[config.mk]
export PLATFORM = sky130hd
export DESIGN_NAME = enc_grant_arbiter
export DESIGN_NICKNAME = d
export VERILOG_FILES = /design/src/rtl/encarb_pkg.sv /design/src/rtl/encarb_capture.sv /design/src/rtl/encarb_order_q.sv /design/src/rtl/encarb_pacer.sv /design/src/rtl/enc_grant_arbiter.sv
export SDC_FILE = /design/constraint.sdc
export NUM_CORES = 1
export LEC_CHECK = 0
export BUFFER_PORTS_ARGS = -buffer_cell sky130_fd_sc_hd__buf_2
export CAP_MARGIN = 10
export CORE_ASPECT_RATIO = 1.2
export CORE_MARGIN = 1
export CORE_UTILIZATION = 53
export CTS_CLUSTER_DIAMETER = 30
export CTS_CLUSTER_SIZE = 16
export DETAILED_ROUTE_END_ITERATION = 6
export GPL_ROUTABILITY_DRIVEN = 0
export HOLD_SLACK_MARGIN = 0.02
export PLACE_DENSITY = 0.7
export SLEW_MARGIN = 20
export SYNTH_ARGS = -nofsm -noshare
export SYNTH_HDL_FRONTEND = slang
export SYNTH_SLANG_ARGS = --single-unit
export TNS_END_PERCENT = 100
[constraint.sdc]
create_clock -name clk -period 2.5 [get_ports clk]
set_clock_uncertainty 0.05 [all_clocks]
set_input_delay 0.375 -clock clk [delete_from_list [all_inputs] [get_ports clk]]
set_output_delay 0.375 -clock clk [all_outputs]
set_load 0.02 [all_outputs]
[src/rtl/encarb_pkg.sv]
package encarb_pkg;

   // Default width of the encoded client index; clients are 1 .. 2**W-1.
   localparam int unsigned DEF_IDX_W = 3;

   // Default number of forced low cycles between two grant pulses.
   localparam int unsigned DEF_GAP_CYCLES = 1;

   // True when n is a nonzero power of two.
   function automatic bit is_pow2(input int unsigned n);
      return (n != 0) && ((n & (n - 1)) == 0);
   endfunction

   // Counter width able to hold values 0 .. n.
   function automatic int unsigned span_w(input int unsigned n);
      return (n < 2) ? 1 : $clog2(n + 1);
   endfunction

endpackage

[src/rtl/encarb_capture.sv]
module encarb_capture #(
   parameter int unsigned IDX_W = encarb_pkg::DEF_IDX_W
) (
   input  logic             clk,
   input  logic             rst,
   input  logic [IDX_W-1:0] req_idx,
   output logic             cap_vld,
   output logic [IDX_W-1:0] cap_idx
);

   logic             vld_q;
   logic [IDX_W-1:0] idx_q;

   always_ff @(posedge clk) begin
      if (rst) begin
         vld_q <= 1'b0;
         idx_q <= '0;
      end else begin
         vld_q <= (req_idx != '0);
         idx_q <= req_idx;
      end
   end

   assign cap_vld = vld_q;
   assign cap_idx = idx_q;


   idle_capture_chk: assert property (@(posedge clk) disable iff (rst)
      (req_idx == '0) |=> !cap_vld);

endmodule

[src/rtl/encarb_order_q.sv]
module encarb_order_q #(
   parameter int unsigned IDX_W = encarb_pkg::DEF_IDX_W,
   parameter int unsigned DEPTH = (1 << encarb_pkg::DEF_IDX_W) - 1
) (
   input  logic             clk,
   input  logic             rst,
   input  logic             push,
   input  logic [IDX_W-1:0] push_idx,
   input  logic             pop,
   output logic [IDX_W-1:0] head_idx,
   output logic             empty,
   output logic             full
);

   localparam int unsigned PTR_W = (DEPTH < 2) ? 1 : $clog2(DEPTH);
   localparam int unsigned CNT_W = encarb_pkg::span_w(DEPTH);

   initial begin
      assert (DEPTH >= 1) else $error("order queue needs at least one slot");
   end

   logic [PTR_W-1:0]       wr_ptr, rd_ptr, wr_nxt, rd_nxt;
   logic [CNT_W-1:0]       fill_q;
   logic [DEPTH*IDX_W-1:0] slots_flat;

   // Pointer advance: natural wrap for power-of-two depth, compare otherwise.
   generate
      if (encarb_pkg::is_pow2(DEPTH)) begin : g_wrap_nat
         assign wr_nxt = wr_ptr + 1'b1;
         assign rd_nxt = rd_ptr + 1'b1;
      end else begin : g_wrap_cmp
         assign wr_nxt = (wr_ptr == PTR_W'(DEPTH - 1)) ? '0 : wr_ptr + 1'b1;
         assign rd_nxt = (rd_ptr == PTR_W'(DEPTH - 1)) ? '0 : rd_ptr + 1'b1;
      end
   endgenerate

   // One storage register per slot, each written only when it is the tail.
   generate
      for (genvar s = 0; s < DEPTH; s++) begin : g_slot
         logic [IDX_W-1:0] val_q;
         always_ff @(posedge clk) begin
            if (rst)
               val_q <= '0;
            else if (push && (wr_ptr == PTR_W'(s)))
               val_q <= push_idx;
         end
         assign slots_flat[s*IDX_W +: IDX_W] = val_q;
      end
   endgenerate

   always_ff @(posedge clk) begin
      if (rst) begin
         wr_ptr <= '0;
         rd_ptr <= '0;
         fill_q <= '0;
      end else begin
         if (push) wr_ptr <= wr_nxt;
         if (pop)  rd_ptr <= rd_nxt;
         case ({push, pop})
            2'b10:   fill_q <= fill_q + 1'b1;
            2'b01:   fill_q <= fill_q - 1'b1;
            default: fill_q <= fill_q;
         endcase
      end
   end

   assign head_idx = slots_flat[int'(rd_ptr)*IDX_W +: IDX_W];
   assign empty    = (fill_q == '0);
   assign full     = (fill_q == CNT_W'(DEPTH));


   no_overflow_chk: assert property (@(posedge clk) disable iff (rst)
      (push && !pop) |-> !full);


   no_underflow_chk: assert property (@(posedge clk) disable iff (rst)
      pop |-> !empty);


   head_stable_chk: assert property (@(posedge clk) disable iff (rst)
      (!pop && !empty && !$past(rst)) |=> $stable(head_idx));

endmodule

[src/rtl/encarb_pacer.sv]
module encarb_pacer #(
   parameter int unsigned IDX_W      = encarb_pkg::DEF_IDX_W,
   parameter int unsigned GAP_CYCLES = encarb_pkg::DEF_GAP_CYCLES
) (
   input  logic             clk,
   input  logic             rst,
   input  logic             issue,
   input  logic [IDX_W-1:0] issue_idx,
   output logic             ready,
   output logic             ack,
   output logic [IDX_W-1:0] dest
);

   localparam int unsigned GAP_W = encarb_pkg::span_w(GAP_CYCLES);

   logic             ack_q;
   logic [IDX_W-1:0] dest_q;

   // Spacing variant: none, or a down-counter loaded on every grant.
   generate
      if (GAP_CYCLES == 0) begin : g_no_gap
         assign ready = 1'b1;
      end else begin : g_gap
         logic [GAP_W-1:0] gap_q;
         always_ff @(posedge clk) begin
            if (rst)
               gap_q <= '0;
            else if (issue)
               gap_q <= GAP_W'(GAP_CYCLES);
            else if (gap_q != '0)
               gap_q <= gap_q - 1'b1;
         end
         assign ready = (gap_q == '0);


         ack_spacing_chk: assert property (@(posedge clk) disable iff (rst)
            ack |=> !ack);
      end
   endgenerate

   always_ff @(posedge clk) begin
      if (rst) begin
         ack_q  <= 1'b0;
         dest_q <= '0;
      end else begin
         ack_q  <= issue;
         dest_q <= issue ? issue_idx : '0;
      end
   end

   assign ack  = ack_q;
   assign dest = dest_q;


   dest_idle_chk: assert property (@(posedge clk) disable iff (rst)
      !ack |-> (dest == '0));


   dest_live_chk: assert property (@(posedge clk) disable iff (rst)
      ack |-> (dest != '0));

endmodule

[src/rtl/enc_grant_arbiter.sv]
module enc_grant_arbiter #(
   parameter int unsigned IDX_W      = encarb_pkg::DEF_IDX_W,
   parameter int unsigned GAP_CYCLES = encarb_pkg::DEF_GAP_CYCLES
) (
   input  logic             clk,
   input  logic             rst,
   input  logic [IDX_W-1:0] req_idx,
   output logic             ack,
   output logic [IDX_W-1:0] dest
);

   localparam int unsigned NUM_CLIENTS = (1 << IDX_W) - 1;

   initial begin
      assert (IDX_W >= 1 && IDX_W <= 8) else $error("IDX_W out of range");
      assert (GAP_CYCLES <= 1024) else $error("GAP_CYCLES out of range");
   end

   logic             cap_vld;
   logic [IDX_W-1:0] cap_idx;
   logic             q_push, q_pop, q_empty, q_full;
   logic [IDX_W-1:0] q_head;
   logic             pace_ready;
   logic             issue;
   logic [IDX_W-1:0] issue_idx;

   encarb_capture #(.IDX_W(IDX_W)) u_capture (
      .clk     (clk),
      .rst     (rst),
      .req_idx (req_idx),
      .cap_vld (cap_vld),
      .cap_idx (cap_idx)
   );

   // Oldest waiting entry wins; the capture stage bypasses only an empty queue.
   always_comb begin
      q_pop     = pace_ready && !q_empty;
      issue     = pace_ready && (!q_empty || cap_vld);
      issue_idx = q_empty ? cap_idx : q_head;
      q_push    = cap_vld && !(pace_ready && q_empty);
   end

   encarb_order_q #(.IDX_W(IDX_W), .DEPTH(NUM_CLIENTS)) u_order_q (
      .clk      (clk),
      .rst      (rst),
      .push     (q_push),
      .push_idx (cap_idx),
      .pop      (q_pop),
      .head_idx (q_head),
      .empty    (q_empty),
      .full     (q_full)
   );

   encarb_pacer #(.IDX_W(IDX_W), .GAP_CYCLES(GAP_CYCLES)) u_pacer (
      .clk       (clk),
      .rst       (rst),
      .issue     (issue),
      .issue_idx (issue_idx),
      .ready     (pace_ready),
      .ack       (ack),
      .dest      (dest)
   );


   reset_clear_chk: assert property (@(posedge clk)
      rst |=> (!ack && dest == '0));


   bypass_latency_chk: assert property (@(posedge clk) disable iff (rst)
      (cap_vld && q_empty && pace_ready) |=> (ack && dest == $past(cap_idx)));


   oldest_first_chk: assert property (@(posedge clk) disable iff (rst)
      (pace_ready && !q_empty) |=> (ack && dest == $past(q_head)));


   queue_room_chk: assert property (@(posedge clk) disable iff (rst)
      (q_full && !pace_ready) |-> !cap_vld);

endmodule

Word level (Yosys, flattened, before mapping)
Index checks and enable logic that the tools add are counted.

Add/subtract/negate cells: 5. Multiply operators: 1. Divide/modulo/power cells: 0. $lt $le $gt $ge: 0. Equality and inequality tests: 9. Shifts and indexed selects: 1. Multiplexer cells: 6. Bitwise operators: 2. Reductions and logical operators: 19.

Operators with widths (number): $shiftx A21 B6 Y3 (1); $eq A3 B3 Y1 const B (4); $logic_and A1 B1 Y1 (11); $add A3 B1 Y3 const B (3); $mux W3 (3); $eq A3 B2 Y1 const B (2); $logic_not A3 Y1 (2); $pmux W3 S2 (1); $mul A3 B2 Y5 const B (1); $eq A3 B1 Y1 const B (1); $reduce_bool A3 Y1 (1); $sub A3 B1 Y3 const B (1); $eq A2 B1 Y1 const B (1); $eq A2 B2 Y1 const B (1); $logic_not A1 Y1 (2); $mux W1 (2); $not A1 Y1 (2); $reduce_bool A2 Y1 (1); $reduce_or A2 Y1 (1); $logic_or A1 B1 Y1 (1); $sub A1 B1 Y1 const B (1).

Flip-flop bits (word level): 39. Latch bits: 0. Memory bits (writable): 0. Bits in read-only memories: 0. Bits of input ports: 5. Output and inout bits: 4. Logic and storage cells: 58. Memories kept: 0.

Longest topological paths before layout
Gate-level depths: netlist (run 1).

Depth after elaboration: 6. Depth in mapped cells: 8. Gate-level depth less buffers: 8.

Hierarchy
Synthesis (run 1) repeated with hierarchy kept, for this count alone.

Cells, all modules: 183. Area total of the unflattened synthesis: 1747.9 um^2.

Modules (own cells, without submodules): encarb_order_q (instances 1, cells an instance 158, area an instance 1456.4 um^2, sequential area each 600.6 um^2); encarb_pacer (instances 1, cells an instance 9, area an instance 122.6 um^2, sequential area each 80.1 um^2); encarb_capture (instances 1, cells an instance 9, area an instance 110.1 um^2, sequential area each 80.1 um^2); enc_grant_arbiter (instances 1, cells an instance 7, area an instance 58.8 um^2, sequential area each 0.0 um^2).

Least setup slack after synthesis (run 1)
Ideal clock, no wire load.

Kind: register to register. From: reg u_order_q.fill_q[2]. To: reg u_order_q.fill_q[2]. Setup time: 0.070 ns. Arrival time: 2.219 ns. Required time: 2.380 ns. Setup slack: 0.160 ns. Stages on the path, launching flop included: 9. Buffers on the path: 0. Clock period less this slack: 2.340 ns. Cells stage by stage: dfxtp_1 -> o41a_4 -> inv_4 -> ha_1 -> inv_1 -> fa_1 -> xor2_1 -> or3_1 -> a21oi_1.

Cells in the longest elaborated chain, start to end: 6. Elaborated cells on any way between the ends: 12. Those cells by class: 2 x add/sub; 2 x eq/ne; 1 x mux; 7 x reduce/logical.

Ends and longest elaborated chain: start: declaration (RTL line encarb_order_q.sv:23) `logic [CNT_W-1:0] fill_q;`; start signal: assignment (RTL line encarb_order_q.sv:60) `2'b10: fill_q <= fill_q + 1'b1;`; start signal: assignment (RTL line encarb_order_q.sv:61) `2'b01: fill_q <= fill_q - 1'b1;`; start signal: assignment (RTL line encarb_order_q.sv:62) `default: fill_q <= fill_q;`; $logic_not A3 Y1 (RTL line encarb_order_q.sv:68) `assign empty = (fill_q == '0);`; $logic_and A1 B1 Y1 (RTL line enc_grant_arbiter.sv:40) `q_push = cap_vld && !(pace_ready && q_empty);`; $logic_not A1 Y1 (RTL line enc_grant_arbiter.sv:40); $logic_and A1 B1 Y1 (RTL line enc_grant_arbiter.sv:40); $eq A2 B1 Y1 or $eq A2 B2 Y1 (tied branches) (RTL line encarb_order_q.sv:59) `case ({push, pop})`; $pmux W3 S2 or $reduce_bool A2 Y1 (tied branches).

Several ways; a longest one is shown, not always the timed one. A chain may end at the register's enable or synchronous reset.

Worst setup path after layout (run 1)
From: reg u_order_q.fill_q[1]. To: reg u_order_q.fill_q[2].

The elaborated chain is that of the path after synthesis.

==> flow_summary_export.csv, run 1 <==
group,metric,value,unit
sta,min_period_over_period,94.6,%
pwr,seqPwrFrac,41.8,%
grt,grt_max_degree,19,
finish,nFillCells,285,
clock_tree,cts_tree,"yes",
worst_setup_path,worstPathMaxFanout,7,
yosys,syn_inst,183,
grt,antenna_found_initial,0,
sta,tightest_slew,0.757,ns
pwr,powerDensity,992,mW/mm²
clock_tree,cts.sinks,38,
floorplan,fp.dieH,65.4,µm
clock_tree,clock_path_buffers,2,
pwr,combPwrFrac,42.8,%
yosys,synth_edf_count,0,
yosys,synth_top_area_cell,"dfxtp_1",
worst_setup_path,reg2reg_depth,8,
pwr,p_int,0.00113,W
flow_run,max_cap_violations,0,
floorplan,fp-row-count,22,
finish,layout_common_cells,"dfxtp_1, mux2i_1, nor2_1",
pwr,p_clk_share,15.4,%
sta,setup_violations,0,
finish,instances_no_fill,229,
yosys,synth_area_leaders,"dfxtp_1, mux2i_1, nor2_1",
finish,area_delta_synth_final,7.55,%
pwr,p_switching,0.000760,W
yosys,ys_types,31,
drt,final_antenna_net_count,0,
pwr,p_leak,0.654,nW
place,post-dp-hpwl,2610,µm
yosys,synth.cell_area,0.00177,mm²
drt,vias,1298,
floorplan,die_area,0.00358,mm²
grt,grt_pass1_wl,5670,µm
drt,drt_iter0_markers,26,
drt,via_per_inst,5.67,
yosys,syn_nets,191,
pwr,vdd_ir_drop_max,0.607,mV
clock_tree,cts_htree_levels,2,
clock_tree,numCtsBuffers,5,
sta,rsz0062_at_grt,"false",
clock_tree,hold_buffers,0,
yosys,ys_dominant_reg_cell,"dfxtp_1",
clock_tree,insertion_delay,0.35,ns
yosys,synth_warnings,0,
worst_setup_path,required,2.74,ns
outcome,status,"complete, no violations",
drt,postRouteWirelength,3410,µm
grt,grtUsageTotal,23.0,%
finish,layout.nets,201,
floorplan,core_area,0.00311,mm²
drt,drt_first_pass_iters,4,
place,numPortBuffers,8,
yosys,syn_avg_cell_area,9.69,µm²
finish,diodes,0,
worst_setup_path,start_kind,"register",
floorplan,pin_count,9,
sta,finalHoldViolCount,0,
drt,drc,0,
worst_setup_path,cp.arrival,2.60,ns
sta,fin_crit,2.36,ns
grt,grt_overflow,0,
hold_path,holdCritPathClass,"in2reg",
worst_setup_path,crit_type,"reg2reg",
clock_tree,path_clk_slew,0.11,ns
yosys,ys_async_sr_fraction,0,%
sta,fin_tns_setup,0,ns
yosys,ys_seq_area_share,42.9,%
clock_tree,root_buffer,"clkbuf_4",
floorplan,initial_utilization,57.0,%
yosys,ys_seq_elements,38,
worst_setup_path,crit_path_end_kind,"register",
pwr,swShare,40.2,%
hold_path,hold_path_depth,2,
floorplan,die_w,54.8,µm
sta,fmax,0.423,GHz
yosys,synth_top_area_share,42.9,%
sta,slew-limit-headroom,49.4,%
sta,final-max-slew-violation-count,0,
grt,grt_pass1_vias,1263,
finish,drive_above_1_share,17.1,%
drt,wire_per_inst,14.9,µm
place,post-place-cells,221,
finish,final_common_cell,"dfxtp_1",
## cell usage after synthesis, types with 2 or more instances
cell	n
clkbuf_1	5
o211ai_1	2
nor4b_4	3
or3_1	4
xor2_1	2
nor4_4	3
buf_2	5
a21oi_1	15
ha_1	2
dfxtp_1	38
inv_1	5
nand3b_1	4
nand3_1	7
nor2b_1	4
o21ai_0	4
a22oi_1	3
nor2_1	26
mux2i_1	27
nand2_1	12
## metal layers
layer	global-route usage [%]	vias to the layer above	share of wire, %
met3	6.71	7	2.4
li1	-	654	-
met1	25.9	629	43
met5	0	-	0
met2	38.3	8	52
met4	10.6	0	2.0
## sequential cells by signal, indices dropped and copies added, names as in the netlist
register,count
u_order_q.rd_ptr,3
u_order_q.fill_q,3
u_pacer.dest,3
u_order_q.g_slot.val_q,21
u_pacer.g_gap.gap_q,1
u_capture.cap_idx,3
u_capture.cap_vld,1
u_order_q.wr_ptr,3
## worst paths after layout
| check | from | slack, ns | to |
|---|---|---|---|
| worst min register to register | u_order_q.g_slot[3].val_q[0]$_SDFFE_PP0P_ | 0.42 | u_order_q.g_slot[3].val_q[0]$_SDFFE_PP0P_ |
| worst max register to register | u_order_q.fill_q[1]$_SDFFE_PP0P_ | 0.14 | u_order_q.fill_q[2]$_SDFFE_PP0P_ |
| worst min-delay path | req_idx[0] | 0.22 | u_capture.cap_idx[0]$_SDFF_PP0_ |
| worst max-delay path | u_order_q.fill_q[1]$_SDFFE_PP0P_ | 0.14 | u_order_q.fill_q[2]$_SDFFE_PP0P_ |
## power by group through the flow
stage	logic (W)	clock network, W	registers, W
floorplan	0.000608	0	0.000779
global placement	0.000752	0	0.000798
detailed placement	0.000783	0	0.000804
CTS	0.000788	0.000309	0.000790
global route	0.000895	0.000325	0.000805
finish	0.000809	0.000292	0.000791
## through the flow
stage	worst slack [ns]	utilization [%]	hold WS [ns]	power (W)	area (µm²)
2_1_floorplan	0.160	-	0.386	0.00139	1770
5_1_grt	0.0458	61.3	0.206	0.00202	1910
6_report	0.136	61.3	0.220	0.00189	1910
3_5_place_dp	0.0602	59.4	0.408	0.00159	1850
4_1_cts	0.0345	60.9	0.198	0.00189	1890
3_3_place_gp	0.177	59.4	0.409	0.00155	1850
## kinds of logic (layout without fill, tap and decap cells)
| group | Yosys count | in the layout | synth area share, % |
|---|---|---|---|
| AND/OR/NAND/NOR | 67 | 67 | 23.7 |
| flip-flops | 38 | 38 | 42.9 |
| AO/OA/AOI/OAI | 28 | 28 | 10.2 |
| multiplexers | 27 | 27 | 15.2 |
| buffers and inverters | 18 | 28 | 4.38 |
| adder cells (fa/ha/maj) | 3 | 3 | 2.54 |
| XOR/XNOR | 2 | 2 | 0.988 |
## layout make-up
type	instances	area, µm²	area share (%)
Clock inverter	2	10.0	0.525
Tap cell	36	45.0	2.36
Sequential cell	38	761	39.9
Timing Repair Buffer	14	85.1	4.46
Clock buffer	5	37.5	1.97
Multi-Input combinational cell	127	937	49.1
Inverter	7	31.3	1.64
## worst max-delay path, stage by stage, from the launching register on
cell	delay, ns
dfxtp_1	0.34
o41a_4	0.53
inv_6	0.10
ha_2	0.19
inv_1	0.06
fa_1	0.43
xor2_1	0.16
or3_1	0.30
a21oi_1	0.14
## what timing repair did
action | 4_1_cts | 5_1_grt
setup endpoints to repair | 0 | 1
resized for setup | 0 | 2
setup buffers | 0 | 1
No activity file was read; power rests on OpenSTA's default activity.
==> run 2, diff against run 1 <==
CORE_UTILIZATION = 59   (was 53)
PLACE_DENSITY = 0.74   (was 0.7)
clock period = 2.4 ns   (was 2.5 ns; I/O delays follow)
==> run 2 against run 1 <==
Compared with the run above:
- combinational power grew 7.0%
- design area increased by 0.72%
- routed wire length grew 0.53%
- clock-buffer cell count increased by 1
- maximum frequency grew 2.8%
- largest cell class unchanged
==> flow_summary_export.csv, run 2 (synthesized netlist as in run 1, its figures left out) <==
group,metric,value,unit
outcome,status,"complete, no violations",
hold_path,hold_path_depth,2,
finish,nFillCells,240,
finish,final_common_cell,"dfxtp_1",
sta,slew-limit-headroom,52.8,%
grt,grtUsageTotal,25.1,%
sta,fin_tns_setup,0,ns
clock_tree,numCtsBuffers,5,
sta,setup_violations,0,
clock_tree,insertion_delay,0.35,ns
clock_tree,hold_buffers,0,
drt,drt_iter0_markers,61,
sta,fin_crit,2.30,ns
floorplan,fp-row-count,21,
finish,layout.nets,203,
worst_setup_path,start_kind,"register",
finish,largest-register,"u_order_q.g_slot.val_q",
finish,seq_area,761,µm²
drt,routed-wl-met3,81,µm
pwr,powerDensity,1050,mW/mm²
place,post-dp-hpwl,2500,µm
drt,wl_met1,1540,µm
pwr,vdd_ir_drop_max,0.683,mV
floorplan,core_area,0.00281,mm²
sta,tightest_slew,0.707,ns
worst_setup_path,worstPathMaxFanout,3,
drt,drt_first_pass_iters,4,
finish,layout_common_cells,"dfxtp_1, mux2i_1, nor2_1",
floorplan,die_w,52.0,µm
finish,multi_input_area,937,µm²
floorplan,die_area,0.00323,mm²
clock_tree,cts_htree_levels,2,
worst_setup_path,r2r_start,"u_pacer.g_gap.gap_q$_SDFF_PP0_",
hold_path,hold_start,"req_idx[0]",
clock_tree,cts_tree,"yes",
finish,diodes,0,
grt,grt_max_degree,20,
floorplan,fp.dieH,62.1,µm
clock_tree,cts.sinks,38,
sta,final-max-slew-violation-count,0,
place,numPortBuffers,8,
drt,vias,1315,
clock_tree,clock_path_buffers,2,
drt,drc,0,
worst_setup_path,cp.arrival,2.54,ns
hold_path,holdCritPathClass,"in2reg",
finish,largest_reg_flops,21,
sta,finalHoldViolCount,0,
worst_setup_path,required,2.64,ns
finish,area_delta_synth_final,8.33,%
pwr,p_leak,0.663,nW
finish,drive_above_1_share,17.5,%
drt,highest_layer,"met4",
drt,postRouteWirelength,3430,µm
sta,min_period_over_period,95.8,%
drt,wire_per_inst,15.0,µm
grt,grt_pass1_vias,1231,
worst_setup_path,reg2reg_depth,8,
sta,fin_hold_ws,0.216,ns
clock_tree,path_clk_slew,0.12,ns
worst_setup_path,crit_type,"reg2reg",
drt,final_antenna_net_count,0,
floorplan,pin_count,9,
sta,rsz0062_at_grt,"false",
floorplan,initial_utilization,63.1,%
flow_run,max_cap_violations,0,
grt,antenna_found_initial,0,
sta,fmax,0.435,GHz
clock_tree,root_buffer,"clkbuf_4",
drt,via_per_inst,5.77,
grt,grt_pass1_wl,5640,µm
worst_setup_path,critPathLaunch,"u_pacer.g_gap.gap_q$_SDFF_PP0_",
drt,wl_met2,1750,µm
grt,grt_overflow,0,
worst_setup_path,crit_path_end_kind,"register",
run 2: changes by cell type in the layout (fill, tap and decap cells not counted):
cell and change:
buf_4 +2, clkinv_2 -2, clkbuf_8 +1, inv_4 +1, inv_6 -1
run 2: layer usage:
metal / vias to the layer above / GRT usage, %
met5: - / 0
met4: 0 / 10.4
met3: 7 / 6.57
met2: 17 / 43.8
met1: 630 / 29.2
li1: 661 / -
run 2: worst paths after layout:
| kind | end | slack (ns) |
|---|---|---|
| setup / recovery | u_order_q.fill_q[2]$_SDFFE_PP0P_ | 0.10 |
| setup reg to reg | u_order_q.fill_q[2]$_SDFFE_PP0P_ | 0.10 |
| hold reg to reg | u_order_q.g_slot[3].val_q[0]$_SDFFE_PP0P_ | 0.43 |
| hold / removal | u_capture.cap_idx[0]$_SDFF_PP0_ | 0.22 |
run 2: worst max-delay path, cell delays in order, from the launching register on:
cell and delay, ns:
dfxtp_1 0.34, o41a_4 0.51, inv_4 0.06, ha_2 0.18
inv_1 0.06, fa_1 0.43, xor2_1 0.16, or3_1 0.30
a21oi_1 0.16
run 2: what timing repair did:
action                     4_1_cts  5_1_grt
setup buffers                    0        1
resized for setup                0        1
setup endpoints to repair        0        1
run 2: final cells by class:
| cell class | instances | area share, % |
|---|---|---|
| multi-input cells | 127 | 48.8 |
| well taps | 34 | 2.21 |
| flip-flops and latches | 38 | 39.6 |
| repair buffers | 16 | 5.21 |
| clock buffers | 6 | 2.67 |
| inverters | 7 | 1.50 |
run 2: through the flow:
step | util [%] | total power (W) | worst slack [ns] | std cells | instance area [µm²]
6_report | 68.3 | 0.00201 | 0.101 | 228 | 1920
5_1_grt | 68.3 | 0.00216 | 0.00216 | 228 | 1920
4_1_cts | 68.0 | 0.00200 | 0.0592 | 227 | 1910
3_5_place_dp | 66.1 | 0.00168 | 0.0919 | 221 | 1860
3_3_place_gp | 66.1 | 0.00163 | 0.157 | 221 | 1860
2_1_floorplan | - | 0.00144 | 0.0602 | 183 | 1770
run 2: power by group:
group / total (W) / switching, W / leakage (nW) / internal (W)
Combinational: 0.000866 / 0.000483 / 0.323 / 0.000382
Clock: 0.000332 / 0.000200 / 0.0302 / 0.000132
Sequential: 0.000816 / 0.000108 / 0.309 / 0.000708
==> run 3, diff against run 2 <==
CORE_MARGIN = 4   (was 1)
==> run 3 against run 2 <==
Compared with the run above:
- cell count is 0.88% higher
- via count is 2.0% higher
- global-route usage is 4.0 points lower
- total power is 5.7% higher
- sequential share of layout area is 0.55 points lower
==> flow_summary_export.csv, run 3 (synthesized netlist as in run 1, its figures left out) <==
group,metric,value,unit
pwr,p_leak,0.680,nW
floorplan,die_w,58.0,µm
grt,grt_pass1_vias,1368,
finish,layout.nets,203,
floorplan,fp.dieH,68.1,µm
place,numPortBuffers,8,
grt,grt_overflow,0,
finish,diodes,0,
finish,layout_common_cells,"dfxtp_1, mux2i_1, nor2_1",
floorplan,fp-row-count,21,
finish,instances_no_fill,230,
worst_setup_path,worstPathMaxFanout,2,
pwr,vdd_ir_drop_max,0.809,mV
worst_setup_path,r2r_start,"u_pacer.g_gap.gap_q$_SDFF_PP0_",
flow_run,max_cap_violations,0,
finish,area_delta_synth_final,10.0,%
sta,fmax,0.435,GHz
sta,setup_violations,0,
grt,antenna_found_initial,0,
place,post-place-cells,221,
worst_setup_path,start_kind,"register",
floorplan,pin_count,9,
worst_setup_path,crit_type,"reg2reg",
grt,grt_pass1_wl,6220,µm
worst_setup_path,crit_end,"u_order_q.fill_q[2]$_SDFFE_PP0P_",
drt,drt_iter0_markers,62,
drt,via_per_inst,5.83,
drt,drc,0,
worst_setup_path,cp.arrival,2.55,ns
finish,drive_above_1_share,18.9,%
sta,slew-limit-headroom,51.1,%
grt,grt_max_degree,21,
hold_path,hold_start,"req_idx[2]",
hold_path,holdCritPathClass,"in2reg",
place,post-dp-hpwl,2610,µm
sta,fin_crit,2.30,ns
clock_tree,insertion_delay,0.36,ns
clock_tree,cts_htree_levels,2,
floorplan,core_area,0.00284,mm²
clock_tree,path_clk_slew,0.13,ns
clock_tree,numCtsBuffers,5,
drt,drt_first_pass_iters,4,
sta,final-max-slew-violation-count,0,
finish,largest_reg_flops,21,
sta,tightest_slew,0.733,ns
worst_setup_path,required,2.65,ns
worst_setup_path,reg2reg_depth,8,
drt,wire_per_inst,15.7,µm
floorplan,die_area,0.00395,mm²
pwr,powerDensity,1090,mW/mm²
clock_tree,cts.sinks,38,
worst_setup_path,critPathLaunch,"u_pacer.g_gap.gap_q$_SDFF_PP0_",
clock_tree,cts_tree,"yes",
outcome,status,"complete, no violations",
clock_tree,clock_path_buffers,2,
worst_setup_path,crit_path_end_kind,"register",
clock_tree,root_buffer,"clkbuf_4",
finish,final_common_cell,"dfxtp_1",
floorplan,initial_utilization,62.5,%
sta,rsz0062_at_grt,"false",
sta,finalHoldViolCount,0,
drt,final_antenna_net_count,0,
sta,min_period_over_period,95.7,%
finish,largest-register,"u_order_q.g_slot.val_q",
drt,postRouteWirelength,3610,µm
sta,fin_hold_ws,0.194,ns
worst_setup_path,reg2reg_slack,0.10,ns
worst_setup_path,reg2reg_to,"u_order_q.fill_q[2]$_SDFFE_PP0P_",
drt,vias,1341,
grt,grtUsageTotal,21.1,%
sta,fin_tns_setup,0,ns
## run 3: worst min path at each step
| stage | to | slack [ns] | cells past startpoint |
|---|---|---|---|
| 2_1_floorplan | u_order_q.g_slot[3].val_q[0]$_SDFFE_PP0P_ | 0.39 | 2 |
| 3_5_place_dp | u_order_q.g_slot[3].val_q[0]$_SDFFE_PP0P_ | 0.41 | 2 |
| 3_3_place_gp | u_order_q.g_slot[3].val_q[2]$_SDFFE_PP0P_ | 0.40 | 2 |
| 4_1_cts | u_capture.cap_idx[2]$_SDFF_PP0_ | 0.19 | 2 |
| 6_report | u_capture.cap_idx[2]$_SDFF_PP0_ | 0.19 | 2 |
| 5_1_grt | u_capture.cap_idx[2]$_SDFF_PP0_ | 0.19 | 2 |
## run 3: area by class of cell
type                       instances  area (µm²)
clock inverter                     3        40.0
multi-input combinational        127         940
clock buffer                       5        37.5
inverter                           7        28.8
tap                               34        42.5
fill                             226         887
timing repair buffer              16         100
sequential                        38         762
## run 3: report_power, final
part	internal, W	switching [W]	total [W]
Sequential	0.000709	0.000110	0.000819
Clock	0.000216	0.000219	0.000434
Combinational	0.000379	0.000497	0.000876
## run 3: critical path, cell delays in order (launching register included)
cell,delay [ns]
dfxtp_2,0.35
o41a_4,0.50
inv_4,0.06
ha_1,0.17
inv_1,0.07
fa_1,0.42
xor2_1,0.16
or3_1,0.30
a21oi_1,0.15
## run 3: per-stage QoR
step | cell area, µm² | total power [W] | setup slack, ns | util, %
4_1_cts | 1940 | 0.00210 | 0.0656 | 68.3
3_3_place_gp | 1860 | 0.00163 | 0.154 | 65.5
2_1_floorplan | 1770 | 0.00144 | 0.0602 | -
5_1_grt | 1950 | 0.00226 | 0.00881 | 68.7
3_5_place_dp | 1860 | 0.00167 | 0.103 | 65.5
6_report | 1950 | 0.00213 | 0.103 | 68.7
## run 3: timing repair
action / 4_1_cts / 5_1_grt
setup endpoints to repair: 0 / 1
resized for setup: 0 / 2
buffers inserted: 0 / 1
hold buffers: 0 / 0
## run 3: routing by layer
metal	GRT usage, %	share of wire (%)	vias to the layer above
met5	0	0	-
met4	11.0	2.6	0
met3	5.28	3.8	9
met2	34.6	49	27
met1	25.5	45	647
li1	-	-	658
